--- src/rtl/mw_eeprom_ctrl.sv ---
module mw_eeprom_ctrl #(
  parameter int ADDR_W    = 8,
  parameter int WORD16    = 1,
  parameter int CLK_DIV   = 2,
  parameter int POLL_WAIT = 20
) (
  input  logic                     clk,
  input  logic                     rst_n,
  input  logic                     cmd_valid,
  output logic                     cmd_ready,
  input  logic [2:0]               cmd_op,
  input  logic [ADDR_W+WORD16-1:0] cmd_addr,
  input  logic [7+8*WORD16:0]      cmd_wdata,
  output logic [7+8*WORD16:0]      rd_data,
  output logic                     done,
  output logic                     err,
  output logic                     mw_sck,
  output logic                     mw_cs,
  output logic                     mw_mosi,
  input  logic                     mw_miso
);
  localparam int DW   = 8 + 8*WORD16;
  localparam int BA_W = ADDR_W + WORD16;
  localparam int HD_W = 3 + ADDR_W;
  localparam int TX_W = HD_W + DW + 1;
  localparam int BC_W = $clog2(TX_W + 1);
  localparam int DC_W = $clog2(CLK_DIV + 1);
  localparam int PC_W = $clog2(POLL_WAIT + 1);

  localparam logic [2:0] OP_RD  = 3'd0;
  localparam logic [2:0] OP_WR  = 3'd1;
  localparam logic [2:0] OP_WB  = 3'd2;
  localparam logic [2:0] OP_EN  = 3'd3;
  localparam logic [2:0] OP_DIS = 3'd4;

  typedef enum logic [2:0] {S_IDLE, S_LOAD, S_XFER, S_GAP, S_POLL} st_t;

  st_t              st;
  logic [2:0]       op_q;
  logic [BA_W-1:0]  addr_q;
  logic [DW-1:0]    wdata_q;
  logic [DW-1:0]    rx_sr;
  logic [TX_W-1:0]  tx_sr;
  logic [BC_W-1:0]  flen, bcnt;
  logic [DC_W-1:0]  dcnt;
  logic [PC_W-1:0]  pcnt;
  logic             retry, rmw_rd;

  logic [ADDR_W-1:0] waddr, f_addr;
  logic [2:0]        f_op;
  logic [DW-1:0]     f_dat, merged;
  logic [BC_W-1:0]   f_len;
  logic              is_wr, phase_end, poll_end;

  assign waddr     = addr_q[BA_W-1 -: ADDR_W];
  assign is_wr     = (op_q == OP_WR) || (op_q == OP_WB);
  assign cmd_ready = (st == S_IDLE);
  assign mw_mosi   = mw_cs & tx_sr[TX_W-1];
  assign phase_end = (dcnt == DC_W'(CLK_DIV - 1));
  assign poll_end  = (pcnt == PC_W'(POLL_WAIT - 1));

  generate
    if (WORD16 != 0) begin : g_merge16
      assign merged = addr_q[0] ? {wdata_q[7:0], rx_sr[7:0]}
                                : {rx_sr[DW-1:8], wdata_q[7:0]};
    end else begin : g_merge8
      assign merged = wdata_q;
    end
  endgenerate

  always_comb begin
    f_op   = 3'b110;
    f_addr = waddr;
    f_dat  = '0;
    f_len  = BC_W'(HD_W + 1 + DW);
    if (!rmw_rd) begin
      case (op_q)
        OP_WR, OP_WB: begin
          f_op  = 3'b101;
          f_dat = wdata_q;
          f_len = BC_W'(HD_W + DW);
        end
        OP_EN: begin
          f_op   = 3'b100;
          f_addr = {2'b11, {(ADDR_W-2){1'b0}}};
          f_len  = BC_W'(HD_W);
        end
        OP_DIS: begin
          f_op   = 3'b100;
          f_addr = '0;
          f_len  = BC_W'(HD_W);
        end
        default: ;
      endcase
    end
  end

  always_ff @(posedge clk or negedge rst_n) begin
    if (!rst_n) begin
      st      <= S_IDLE;
      op_q    <= '0;
      addr_q  <= '0;
      wdata_q <= '0;
      rx_sr   <= '0;
      tx_sr   <= '0;
      flen    <= '0;
      bcnt    <= '0;
      dcnt    <= '0;
      pcnt    <= '0;
      retry   <= 1'b0;
      rmw_rd  <= 1'b0;
      rd_data <= '0;
      done    <= 1'b0;
      err     <= 1'b0;
      mw_sck  <= 1'b0;
      mw_cs   <= 1'b0;
    end else begin
      done <= 1'b0;
      err  <= 1'b0;
      case (st)
        S_IDLE: begin
          if (cmd_valid) begin
            if (cmd_op > OP_DIS) begin
              done <= 1'b1;
              err  <= 1'b1;
            end else begin
              op_q    <= cmd_op;
              addr_q  <= cmd_addr;
              wdata_q <= cmd_wdata;
              rmw_rd  <= (cmd_op == OP_WB) && (WORD16 != 0);
              st      <= S_LOAD;
            end
          end
        end
        S_LOAD: begin
          tx_sr <= {f_op, f_addr, f_dat, 1'b0};
          flen  <= f_len;
          bcnt  <= '0;
          dcnt  <= '0;
          mw_cs <= 1'b1;
          st    <= S_XFER;
        end
        S_XFER: begin
          if (phase_end) begin
            dcnt <= '0;
            if (!mw_sck) begin
              mw_sck <= 1'b1;
              rx_sr  <= {rx_sr[DW-2:0], mw_miso};
            end else begin
              mw_sck <= 1'b0;
              tx_sr  <= tx_sr << 1;
              if (bcnt == flen - 1'b1) begin
                mw_cs <= 1'b0;
                st    <= S_GAP;
              end else begin
                bcnt <= bcnt + 1'b1;
              end
            end
          end else begin
            dcnt <= dcnt + 1'b1;
          end
        end
        S_GAP: begin
          if (phase_end) begin
            dcnt <= '0;
            if (rmw_rd) begin
              wdata_q <= merged;
              rmw_rd  <= 1'b0;
              st      <= S_LOAD;
            end else if (is_wr) begin
              mw_cs <= 1'b1;
              pcnt  <= '0;
              retry <= 1'b0;
              st    <= S_POLL;
            end else begin
              if (op_q == OP_RD) rd_data <= rx_sr;
              done <= 1'b1;
              st   <= S_IDLE;
            end
          end else begin
            dcnt <= dcnt + 1'b1;
          end
        end
        S_POLL: begin
          if (poll_end) begin
            pcnt <= '0;
            if (mw_miso) begin
              mw_cs <= 1'b0;
              done  <= 1'b1;
              st    <= S_IDLE;
            end else if (!retry) begin
              retry <= 1'b1;
            end else begin
              mw_cs <= 1'b0;
              done  <= 1'b1;
              err   <= 1'b1;
              st    <= S_IDLE;
            end
          end else begin
            pcnt <= pcnt + 1'b1;
          end
        end
        default: st <= S_IDLE;
      endcase
    end
  end
endmodule

--- config.mk ---
export PLATFORM = sky130hd
export DESIGN_NAME = mw_eeprom_ctrl
export DESIGN_NICKNAME = d
export VERILOG_FILES = /design/src/rtl/mw_eeprom_ctrl.sv
export SDC_FILE = /design/constraint.sdc
export NUM_CORES = 1
export LEC_CHECK = 0
export BUFFER_PORTS_ARGS = -buffer_cell sky130_fd_sc_hd__buf_4
export CORE_MARGIN = 5
export CORE_UTILIZATION = 50
export CTS_CLUSTER_SIZE = 40
export DETAILED_ROUTE_END_ITERATION = 8
export GPL_ROUTABILITY_DRIVEN = 1
export MAX_ROUTING_LAYER = met4
export PLACE_DENSITY = 0.77
export REMOVE_ABC_BUFFERS = 1
export SETUP_SLACK_MARGIN = 0.1
export SLEW_MARGIN = 10
export SYNTH_ARGS = -nofsm -noshare
export SYNTH_HDL_FRONTEND = slang
export SYNTH_SLANG_ARGS = --single-unit
--- constraint.sdc ---
create_clock -name clk -period 3.7 [get_ports clk]
set_input_delay 0.555 -clock clk [delete_from_list [all_inputs] [get_ports clk]]
set_output_delay 0.555 -clock clk [all_outputs]
set_load 0.01 [all_outputs]
# ---- Word-level counts from Yosys, hierarchy flattened
# Cells that the tools add are included.
dict set report totals {
  out_inout_bits 22
  elab_cells 151
  register_bits 114
  input_bits 32
}
dict set report op_classes {
  n_bitwise 5
  order_cmp 1
  eq_ne 26
  add_sub_neg 4
  muxes 73
  reduce_logical 24
}
# cell count
set op_table {}
lappend op_table {{$mux 16} 7}
lappend op_table {{$mux 28} 2}
lappend op_table {{$pmux 28 s2} 1}
lappend op_table {{$mux 5} 8}
lappend op_table {{$mux 3} 12}
lappend op_table {{$pmux 16 s2} 1}
lappend op_table {{$pmux 5 s2} 3}
lappend op_table {{$mux 1} 28}
lappend op_table {{$ne 2x2->1 const B} 13}
lappend op_table {{$pmux 8 s2} 1}
lappend op_table {{$eq 3x2->1 const B} 5}
lappend op_table {{$pmux 3 s5} 1}
lappend op_table {{$reduce_and 4->1} 3}
lappend op_table {{$reduce_and 6->1} 2}
lappend op_table {{$add 5x1->5 const B} 2}
lappend op_table {{$reduce_and 5->1} 2}
lappend op_table {{$reduce_and 3->1} 3}
lappend op_table {{$reduce_and 9->1} 1}
lappend op_table {{$mux 8} 1}
lappend op_table {{$pmux 2 s2} 2}
lappend op_table {{$reduce_and 8->1} 1}
lappend op_table {{$reduce_bool 2->1} 4}
lappend op_table {{$eq 3x1->1 const B} 2}
lappend op_table {{$eq 3x3->1 const B} 2}
lappend op_table {{18 further kinds} 26}

# ---- Depth between registers and ports, before layout
# Gate-level depths: netlist of the first run.
dict set report logic_depth {
  depth_word 6
  ltp_mapped 8
  depth_no_buf 7
}

# ---- Least setup slack after synthesis of the first run
# No wires, ideal clock.
dict set report synth_timing {
  kind {reg2reg}
  startpoint {register st[1]}
  endpoint {register wdata_q[10]}
  path_slack_ns 1.917
  stages_incl_launch_ff 6
  required_ns 3.575
  setup_ns 0.125
  t_arrival_ns 1.658
  synth_period_minus_slack_ns 1.783
  path_buffers 1
  path_cell_list {dfrtp_1 > buf_4 > nor3_4 > nand3_2 > a21oi_4 > mux2_2}
}
dict set report synth_between {
  elab_chain_cells 3
  word_cells_on_any_way 9
  classes_between {eq/ne (5); mux (1); reduce/logical (3)}
}
# item line
set synth_lines {}
lappend synth_lines {{start: declaration} 38} ;# st_t st;
lappend synth_lines {{start signal: assignment} 100} ;# st <= S_IDLE;
lappend synth_lines {{start signal: assignment} 131} ;# st <= S_LOAD;
lappend synth_lines {{start signal: assignment} 141} ;# st <= S_XFER;
lappend synth_lines {{$logic_not 3->1 *} -}
lappend synth_lines {{via cmd_ready} 10} ;# output logic cmd_ready,
lappend synth_lines {{$ne 2x2->1 (no source line) or $reduce_bool 2->1 (tied branches)} -}
lappend synth_lines {{$reduce_and 5->1 (no source line)} -}
lappend synth_lines {{end signal: assignment} 129} ;# wdata_q <= cmd_wdata;
lappend synth_lines {{end signal: assignment} 167} ;# wdata_q <= merged;
lappend synth_lines {{end: declaration} 41} ;# logic [DW-1:0] wdata_q;
# The timed path passes the listed nets; every way through them passes the cells marked *.
# A chain may end at the register's enable or synchronous reset.

# ---- Final worst setup path of the first run
dict set report layout_timing {
  startpoint {register st[0]}
  endpoint {register rd_data[15]}
}
dict set report layout_between {
  elab_chain_cells 2
}
# item line
set layout_lines {}
lappend layout_lines {{$eq 3x2->1} 120} ;# case (st)
lappend layout_lines {{$reduce_and 5->1 (no source line)} -}
lappend layout_lines {{end signal: assignment} 176} ;# if (op_q == OP_RD) rd_data <= rx_sr;
lappend layout_lines {{end: declaration} 14} ;# output logic [7+8*WORD16:0] rd_data,
# No other way between the ends.

==> qor.csv, run 1 <==
stage,metric,value,unit
setup_path,CP Launch Type,register,
setup_path,Worst R2R Path Depth,3,
power,Pwr Density,733,nW/µm²
clock_network,CTS tree,built,
status,status,"complete, no violations",
synthesis,Yosys warnings,0,
routing,final WL,10.8,mm
clock_network,count of clock tree sinks,112,
synthesis,most frequent cell after synthesis,dfrtp_1,
synthesis,XOR/XNOR share of the synthesized area,1.50,%
final_layout,# diodes,0,
die,Die Wd,112,µm
sta,worst clock skew,0.0128,ns
sta,Final period util,63.4,%
clock_network,Post-CTS Hold Buffers,0,
routing,wire length on met1,5.11,mm
synthesis,"area leader, netlist",dfrtp_1,
sta,final hold violation count,0,
global_route,first-pass GRT wire length,18.6,mm
routing,WL met2,5.03,mm
synthesis,Post-Synthesis Cell Area,5250,µm²
sta,Setup TNS,0,ns
synthesis,#FFs+latches synth,112,
synthesis,largest family of logic cells by synthesized area,simple AND/OR/NAND/NOR gates,
final_layout,proportion of layout cells with a drive suffix above 1,25.8,%
setup_path,worst path required time,3.96,ns
synthesis,Adder-Cell Fraction of Synth Area,0.716,%
flow_run,Max-Cap Viols,0,
sta,RSZ-0062 raised after global routing,no,
routing,Post-DRT Antenna Nets,0,
routing,Avg WL per Cell,16.0,µm
clock_network,setup bufs post-CTS,0,
power,Overall Power,4.33,mW
routing,DRT Pass-1 Iters,5,
min_path,Hold Path Class,in2async,
routing,drt drc,0,
routing,vias per cell,5.55,
synthesis,asr flop ratio synth,100,%
global_route,number of global-route vias before repair,3701,
global_route,largest net degree at the start of global routing,67,
global_route,GRT overflow,0,
synthesis,Compound-Gate Fraction of Synth Area,13.6,%
synthesis,Synth Area in Simple Gates,14.9,%
setup_path,Setup CP Type,reg2reg,
synthesis,share of the synthesized area in the top cell type,53.4,%
setup_path,Critical Path Fanout Max,16,
setup_path,Critical R2R Launch,st[0],
clock_network,total clock buffers created by CTS,9,
routing,Vias,3749,
setup_path,RR Endpoint,rd_data[15],
placement,I/O Buffers,53,
power,Leak,2.76,nW
synthesis,Yosys cell types,49,
synthesis,syn_area_per_cell,10.6,µm²
final_layout,# nets final,569,
die,Starting Density,51.0,%
sta,Fmax,426,MHz
die,cell row count,37,
sta,final count of pins violating max slew,0,
synthesis,mux cell area share after synthesis,12.7,%
synthesis,"Primary FF master, synth",dfrtp_1,
clock_network,clk_lat worst skew,0.37,ns
die,Ports,54,
clock_network,Clock Pin Slew Worst Setup and Hold Paths,0.11,ns
clock_network,clock tree root buffer cell,clkbuf_8,
routing,Iter 0 DRT Violations,234,
placement,DP Wirelength,7.64,mm
synthesis,"Seq/Total Area, Yosys",53.4,%
global_route,Total GRT Usage,18.5,%
clock_network,Max Buffers Root-to-Sink,2,
power,peak supply drop,0.000354,V
clock_network,CTS resizes,0,
die,Die ar.,12600,µm²
routing,Highest Signal Layer,met4,
clock_network,H-tree depth reported by CTS,3,
synthesis,"EDFF count, synth",0,
sta,final setup violating endpoints,0,
die,total core area,10300,µm²
setup_path,CP arrival,2.60,ns
synthesis,post-synthesis cell count,493,
sta,Least-Margin Pin Slew,0.850,ns
sta,Max-Slew Margin vs Limit,43.0,%
global_route,initial antenna violation count,0,
final_layout,Syn-to-layout area delta,12.7,%
synthesis,ranking of synthesized cells by area,"dfrtp_1 53%, mux2_2 11%, o21ai_0 4.5%",
routing,met3 wire len,535,µm
setup_path,crit end category,register,
placement,GP Congestion,0.848,
die,die height,112,µm
sta,Tmin final,2.35,ns
setup_path,r2r setup slk,1.35,ns
synthesis,"top cells by count, synth","112 x dfrtp_1, 59 x nand2_1, 51 x mux2_2",
==> worst max-delay path, cell delays in order (launching register included) <==
cell and delay, ns:
dfrtp_1 0.59, and3b_1 0.57, nand4_2 0.60, mux2_2 0.47
==> routing by layer <==
layer	GRT usage, %	vias up
met3	3.72	9
met2	28.0	94
met5	-	-
met1	26.0	1813
met4	3.93	0
li1	-	1833
==> through the flow <==
step	instance area (µm²)	hold WS [ns]	setup WS [ns]	cells	utilization, %
after floorplan	5100	0.259	0.830	464	-
after global placement	5710	0.461	1.41	659	55.6
after detailed placement	5710	0.471	1.31	659	55.6
after CTS	5910	0.300	1.36	675	57.5
after global routing	5910	0.333	1.19	675	57.5
final	5910	0.267	1.35	675	57.5
==> worst max-delay path by stage <==
stage	from	end	depth (start not counted)
finish	st[0]	rd_data[15]	3
global route	st[0]	rd_data[15]	3
floorplan	st[2]	rx_sr[0]	5
detailed placement	st[0]	rd_data[2]	3
global placement	cmd_op[1]	wdata_q[12]	5
CTS	st[0]	rd_data[2]	3
==> final cells by class <==
class | instances | area, µm²
Sequential cell | 112 | 2800
Clock inverter | 6 | 68.8
Tap cell | 136 | 170
Multi-Input combinational cell | 347 | 2280
Inverter | 5 | 18.8
Timing Repair Buffer | 59 | 443
Clock buffer | 10 | 128
Fill cell | 894 | 4370
==> flip-flops by register name (all words and copies together), names as in the netlist, 2 cells and up <==
| register | flops |
|---|---|
| addr_q | 9 |
| bcnt | 5 |
| dcnt | 2 |
| flen | 4 |
| op_q | 3 |
| pcnt | 5 |
| rd_data | 16 |
| rx_sr | 16 |
| st | 3 |
| tx_sr | 27 |
| wdata_q | 16 |
==> cells by family (layout without fill, tap and decap cells) <==
group / after synthesis / in the layout
and+or+nand+nor: 155 / 155
AOI/OAI and AO/OA: 120 / 120
DFF: 112 / 112
muxes: 60 / 60
buffers and inverters: 34 / 80
xor gates and xnor gates: 9 / 9
adders and majority gates: 3 / 3
==> layout by cell type, fill, tap and decap left out, types with 2 or more instances in the layout <==
master	instances
nor2_2	2
o21ai_0	47
nand3_1	17
nor2b_1	2
or4_1	3
a22o_1	2
and3b_1	2
nand2_1	59
dfrtp_1	112
nor3_1	4
inv_1	5
clkbuf_8	9
xnor2_1	6
clkinv_4	2
a22oi_1	6
mux2_2	51
buf_4	59
nor2_1	26
or2_2	4
mux2i_1	8
and3_1	15
a211oi_1	2
nand2b_1	8
o21ai_1	3
a21oi_1	31
a21o_1	3
or3_1	3
ha_1	3
nand3b_1	2
and2_1	2
a31oi_1	11
o31ai_1	8
xor2_1	3
==> where the power goes <==
group,internal [mW],switching [mW]
clock network,0.318,0.415
registers,1.61,0.382
logic,0.707,0.900
No activity file was read; power rests on OpenSTA's default activity.
==> inputs of run 2 (changes only) <==
- ABC_AREA: default -> 1
- clock period: 3.7 -> 2.4 ns (I/O delays scaled with it)
==> qor.csv, run 2 <==
stage,metric,value,unit,change
synthesis,"area leader, netlist",dfrtp_1,,
placement,post-place setup slack,0.400,ns,-0.915 ns
routing,Avg WL per Cell,13.3,µm,-17%
synthesis,ranking of synthesized cells by area,"dfrtp_1 52%, nand2_1 12%, o21ai_0 6.6%",,
clock_network,total clock buffers created by CTS,9,,unchanged
clock_network,clk_lat worst skew,0.38,ns,about the same
sta,final hold violation count,0,,unchanged
power,Pwr Density,1260,nW/µm²,+72%
setup_path,worst path required time,2.66,ns,-1.30 ns
synthesis,post-synthesis cell count,654,,+33%
clock_network,Clock Pin Slew Worst Setup and Hold Paths,0.11,ns,about the same
clock_network,Max Buffers Root-to-Sink,2,,unchanged
die,Die ar.,12800,µm²,+1.7%
global_route,first-pass GRT wire length,19.5,mm,+4.8%
synthesis,"Primary FF master, synth",dfrtp_1,,
synthesis,"top cells by count, synth","169 x nand2_1, 112 x dfrtp_1, 70 x o21ai_0",,
sta,Fmax,493,MHz,+16%
setup_path,crit end category,register,,
final_layout,Syn-to-layout area delta,14.2,%,
synthesis,share of the synthesized area in the top cell type,52.5,%,-0.96 points
sta,Max-Slew Margin vs Limit,55.8,%,+13 points
synthesis,most frequent cell after synthesis,nand2_1,,
sta,Least-Margin Pin Slew,0.662,ns,-0.188 ns
flow_run,Max-Cap Viols,0,,unchanged
synthesis,Yosys cell types,37,,-24%
synthesis,asr flop ratio synth,100,%,unchanged
synthesis,"EDFF count, synth",0,,unchanged
sta,worst clock skew,0.0124,ns,-0.000459 ns
sta,Setup TNS,0,ns,unchanged
synthesis,Post-Synthesis Cell Area,5340,µm²,+1.8%
global_route,GRT overflow,0,,unchanged
power,Leak,2.95,nW,+6.8%
sta,final setup violating endpoints,0,,unchanged
setup_path,Critical Path Fanout Max,30,,+14
setup_path,Setup CP Type,reg2reg,,
global_route,Total GRT Usage,19.1,%,+0.67 points
die,Die Wd,113,µm,+0.83%
synthesis,syn_area_per_cell,8.17,µm²,-23%
placement,GP Congestion,0.839,,-1.1%
routing,drt drc,0,,unchanged
clock_network,CTS resizes,0,,unchanged
final_layout,Largest register FFs,27,,unchanged
synthesis,#FFs+latches synth,112,,unchanged
sta,Final period util,84.6,%,+21 points
final_layout,fill cell count,927,,+3.7%
clock_network,count of clock tree sinks,112,,unchanged
clock_network,clock tree root buffer cell,clkbuf_8,,
final_layout,proportion of layout cells with a drive suffix above 1,14.5,%,-11 points
routing,final WL,11.2,mm,+4.1%
die,Ports,54,,unchanged
die,cell row count,37,,unchanged
status,status,"complete, no violations",,
die,die height,113,µm,+0.83%
final_layout,final instance area,6100,µm²,+3.2%
sta,RSZ-0062 raised after global routing,no,,
routing,DRT Pass-1 Iters,4,,-1
routing,vias per cell,5.09,,-8.3%
placement,I/O Buffers,53,,unchanged
setup_path,CP Launch Type,register,,
routing,Vias,4300,,+15%
final_layout,most frequent cells in the layout,"169 x nand2_1, 112 x dfrtp_1, 70 x o21ai_0",,
sta,final worst slack,0.370,ns,-0.984 ns
setup_path,CP arrival,2.29,ns,-0.31 ns
final_layout,"commonest non-fill, non-tap cell in the layout",nand2_1,,
die,total core area,10400,µm²,+0.90%
power,peak supply drop,0.000758,V,+110%
global_route,initial antenna violation count,0,,unchanged
global_route,largest net degree at the start of global routing,48,,-28%
routing,Post-DRT Antenna Nets,0,,unchanged
sta,final count of pins violating max slew,0,,unchanged
placement,Post-DP Area,5850,µm²,+2.4%
final_layout,# diodes,0,,unchanged
clock_network,H-tree depth reported by CTS,3,,unchanged
synthesis,Yosys warnings,0,,unchanged
min_path,Hold Path Class,in2reg,,
routing,Iter 0 DRT Violations,309,,+32%
die,Starting Density,51.5,%,+0.47 points
placement,DP Wirelength,8.03,mm,+5.0%
final_layout,# nets final,738,,+30%
final_layout,largest register by flop count,tx_sr,,
sta,Tmin final,2.03,ns,-0.316 ns
clock_network,CTS tree,built,,
global_route,number of global-route vias before repair,4221,,+14%
synthesis,"Seq/Total Area, Yosys",52.5,%,-0.96 points
-- run 2: kinds of logic (layout without fill, tap and decap cells) --
kind of cell	after synthesis	in the layout	synth area share, %
and+or+nand+nor	275	275	21.9
AOI/OAI and AO/OA	157	157	15.8
DFF	112	112	52.5
buffers and inverters	101	155	8.08
xor gates and xnor gates	6	6	0.984
adders and majority gates	3	3	0.703
-- run 2: final timing paths --
| path | from | end | slack, ns | cells past startpoint |
|---|---|---|---|---|
| setup / recovery | st[2] | bcnt[2] | 0.37 | 10 |
| hold / removal | cmd_addr[0] | addr_q[0] | 0.19 | 3 |
| setup reg to reg | st[2] | bcnt[2] | 0.37 | 10 |
| hold reg to reg | tx_sr[23] | tx_sr[23] | 0.49 | 2 |
| max in group asynchronous | rst_n | dcnt[1] | 1.18 | 3 |
| min in group asynchronous | rst_n | tx_sr[10] | 0.52 | 2 |
-- run 2: layer usage --
metal,global-route usage (%),wire length (µm)
met1,25.5,5330
met5,-,0
met4,5.21,183
met2,29.0,5150
met3,5.19,555
-- run 2: worst max-delay path: stages (launching register included) --
cell	delay, ns
dfrtp_1	0.45
inv_2	0.14
nand2_4	0.09
nor2_4	0.18
inv_6	0.09
nand2_2	0.08
nand2_4	0.17
inv_4	0.32
nand2_2	0.17
nand2_1	0.09
o21ai_0	0.09
-- run 2: what timing repair did --
item / in CTS / in global routing
buffers inserted: 0 / 0
hold buffers: 1 / 0
endpoints found under the hold margin: 45 / 0
-- run 2: power by group --
part           internal [mW]  switching (mW)  total [mW]
clock network          0.612           0.680        1.29
registers               2.61           0.456        3.06
logic                   1.15            2.19        3.34
-- run 2: metrics by stage --
step                      cells  utilization (%)  power, mW  hold slack (ns)
after CTS                   844             58.8       7.75            0.171
after floorplan             629                -       5.42           0.0644
after global routing        844             58.8       8.39            0.164
after detailed placement    827             56.4       6.43            0.411
after global placement      827             56.4       6.28            0.407
final                       844             58.8       7.70            0.186
-- run 2: cell type report --
type | instances | area [µm²] | share of cell area [%]
clock buffers | 9 | 124 | 2.03
multi-input cells | 441 | 2110 | 34.5
inverters | 76 | 293 | 4.80
flip-flops and latches | 112 | 2800 | 45.9
repair buffers | 63 | 488 | 8.00
clock inverters | 7 | 115 | 1.89
well taps | 136 | 170 | 2.79
==> inputs of run 3 (changes only) <==
- ABC_AREA: 1 -> 0
- clock period: 2.4 -> 1.98 ns (I/O delays scaled with it)
==> qor.csv, run 3 (synthesis results as in run 1) <==
stage,metric,value,unit,change
clock_network,H-tree depth reported by CTS,3,,unchanged
setup_path,crit end category,register,,
power,Pwr Density,1420,nW/µm²,+12%
die,die height,112,µm,-0.82%
clock_network,total clock buffers created by CTS,9,,unchanged
routing,Avg WL per Cell,16.3,µm,+22%
min_path,Hold Path Class,in2async,,
die,Starting Density,51.0,%,-0.47 points
routing,final WL,11.3,mm,+0.86%
flow_run,Max-Cap Viols,0,,unchanged
die,cell row count,37,,unchanged
sta,RSZ-0062 raised after global routing,yes,,
final_layout,Final Core Density,60.9,%,+2.1 points
global_route,initial antenna violation count,0,,unchanged
global_route,first-pass GRT wire length,19.2,mm,-1.5%
sta,final hold violation count,20,,+20
setup_path,critical path's slowest cell,nor4_4,,
final_layout,# diodes,0,,unchanged
sta,final worst slack,0.137,ns,-0.233 ns
global_route,GRT overflow,0,,unchanged
placement,I/O Buffers,53,,unchanged
setup_path,Setup CP Type,reg2reg,,
placement,post-place setup slack,-0.0260,ns,-0.426 ns
sta,Least-Margin Pin Slew,0.584,ns,-0.0781 ns
global_route,number of global-route vias before repair,3875,,-8.2%
die,total core area,10300,µm²,-0.89%
global_route,largest net degree at the start of global routing,113,,+140%
sta,Max-Slew Margin vs Limit,61.0,%,+5.2 points
status,failing checks,negative hold slack,,
setup_path,r2r setup slk,0.14,ns,-0.23 ns
clock_network,CTS tree,built,,
clock_network,Max Buffers Root-to-Sink,2,,unchanged
clock_network,Post-CTS Hold Buffers,0,,-1
setup_path,CP arrival,2.16,ns,-0.13 ns
final_layout,"commonest non-fill, non-tap cell in the layout",dfrtp_1,,
routing,Post-DRT Antenna Nets,0,,unchanged
die,Die Wd,112,µm,-0.82%
clock_network,clock tree root buffer cell,clkbuf_8,,
clock_network,clk_lat worst skew,0.38,ns,about the same
final_layout,Syn-to-layout area delta,19.4,%,
status,status,"complete, but fails checks",,
setup_path,worst path required time,2.30,ns,-0.36 ns
setup_path,Critical R2R Launch,flen[1],,
placement,DP Wirelength,7.73,mm,-3.7%
final_layout,most frequent cells in the layout,"110 x dfrtp_1, 75 x buf_4, 59 x nand2_1",,
clock_network,Clock Pin Slew Worst Setup and Hold Paths,0.10,ns,about the same
routing,Iter 0 DRT Violations,214,,-31%
routing,Vias,3880,,-9.8%
setup_path,Crit. Startpoint,flen[1],,
placement,GP Congestion,0.920,,+9.7%
setup_path,critical-path cell list,buf_4 -> nor3_2 -> xnor2_2 -> nor4_4 -> or2_4 -> mux2_2,,
sta,Fmax,543,MHz,+10%
power,peak supply drop,0.000663,V,-13%
final_layout,largest register by flop count,tx_sr,,
setup_path,Critical Path Fanout Max,7,,-77%
sta,Tmin final,1.84,ns,-0.187 ns
routing,vias per cell,5.57,,+9.4%
die,Die ar.,12600,µm²,-1.6%
final_layout,Largest register FFs,27,,unchanged
setup_path,Worst R2R Path Depth,6,,-4
setup_path,CP Launch Type,register,,
sta,Min Hold Slack,-0.0227,ns,-0.208 ns
sta,final count of pins violating max slew,0,,unchanged
die,Ports,54,,unchanged
routing,DRT Pass-1 Iters,4,,unchanged
final_layout,# nets final,590,,-20%
setup_path,RR Endpoint,bcnt[0],,
clock_network,count of clock tree sinks,112,,unchanged
global_route,Total GRT Usage,19.2,%,+0.036 points
power,Leak,2.92,nW,-0.95%
final_layout,proportion of layout cells with a drive suffix above 1,32.3,%,+18 points
sta,Final period util,93.1,%,+8.5 points
sta,final setup violating endpoints,0,,unchanged
setup_path,max incr delay on CP,0.46,ns,about the same
sta,worst clock skew,0.0163,ns,+0.00392 ns
routing,drt drc,0,,unchanged
-- run 3: changes by cell type in the layout (fill, tap and decap cells not counted), moves of 20 or more --
cell / previous run / this run
nor2_1: 57 / 26
o21ai_0: 70 / 47
o21ai_1: 23 / 3
nand2_1: 169 / 59
inv_1: 69 / 3
mux2_2: 0 / 51
-- run 3: layout make-up --
cell class                      instances  area [µm²]
Fill cell                             864        4020
Clock inverter                          7         101
Timing Repair Buffer                   80         654
Tap cell                              136         170
Multi-Input combinational cell        347        2390
Inverter                                5        18.8
Clock buffer                            9         124
Sequential cell                       112        2810
-- run 3: worst max path at each step --
stage | end | slack, ns | cells after the start
2_1_floorplan | rx_sr[0] | -0.89 | 5
3_3_place_gp | rd_data[1] | 0.06 | 3
3_5_place_dp | bcnt[0] | -0.03 | 7
4_1_cts | bcnt[4] | 0.10 | 5
5_1_grt | bcnt[3] | 0.05 | 5
6_report | bcnt[0] | 0.14 | 6
-- run 3: worst max-delay path: cells and delay by family (launching register included) --
kind / cells / cell delay (ns)
buffers and inverters: 1 / 0.14
muxes: 1 / 0.14
and+or+nand+nor: 3 / 0.93
xor gates and xnor gates: 1 / 0.19
DFF: 1 / 0.40
-- run 3: power breakdown --
part | leakage (nW) | total (mW) | internal, mW | switching, mW
Clock | 0.112 | 1.52 | 0.728 | 0.793
Sequential | 1.44 | 3.61 | 3.01 | 0.597
Combinational | 1.37 | 3.74 | 1.71 | 2.02
-- run 3: repair_timing --
action	CTS	global route
pin swaps	2	5
endpoints found under the setup margin	22	35
buffers inserted	1	4
resized for setup	6	19
gates cloned	0	0
-- run 3: per-layer routing --
metal / up-vias / track usage (%) / share of wire (%)
li1: 1873 / - / -
met5: - / - / 0
met3: 12 / 3.88 / 5.6
met2: 106 / 29.6 / 49
met4: 0 / 5.85 / 1.3
met1: 1889 / 25.7 / 44
-- run 3: per-stage QoR --
| stage | total power, mW | setup TNS (ns) | instances | hold WS, ns | area, µm² |
|---|---|---|---|---|---|
| global placement | 6.89 | 0 | 675 | 0.422 | 5870 |
| detailed placement | 7.06 | -0.122 | 675 | 0.426 | 5870 |
| CTS | 8.70 | 0 | 692 | 0.00755 | 6140 |
| floorplan | 5.75 | -21.33 | 464 | 0.00141 | 5100 |
| global route | 9.51 | 0 | 696 | 0.0287 | 6260 |
| finish | 8.87 | 0 | 696 | -0.0227 | 6260 |
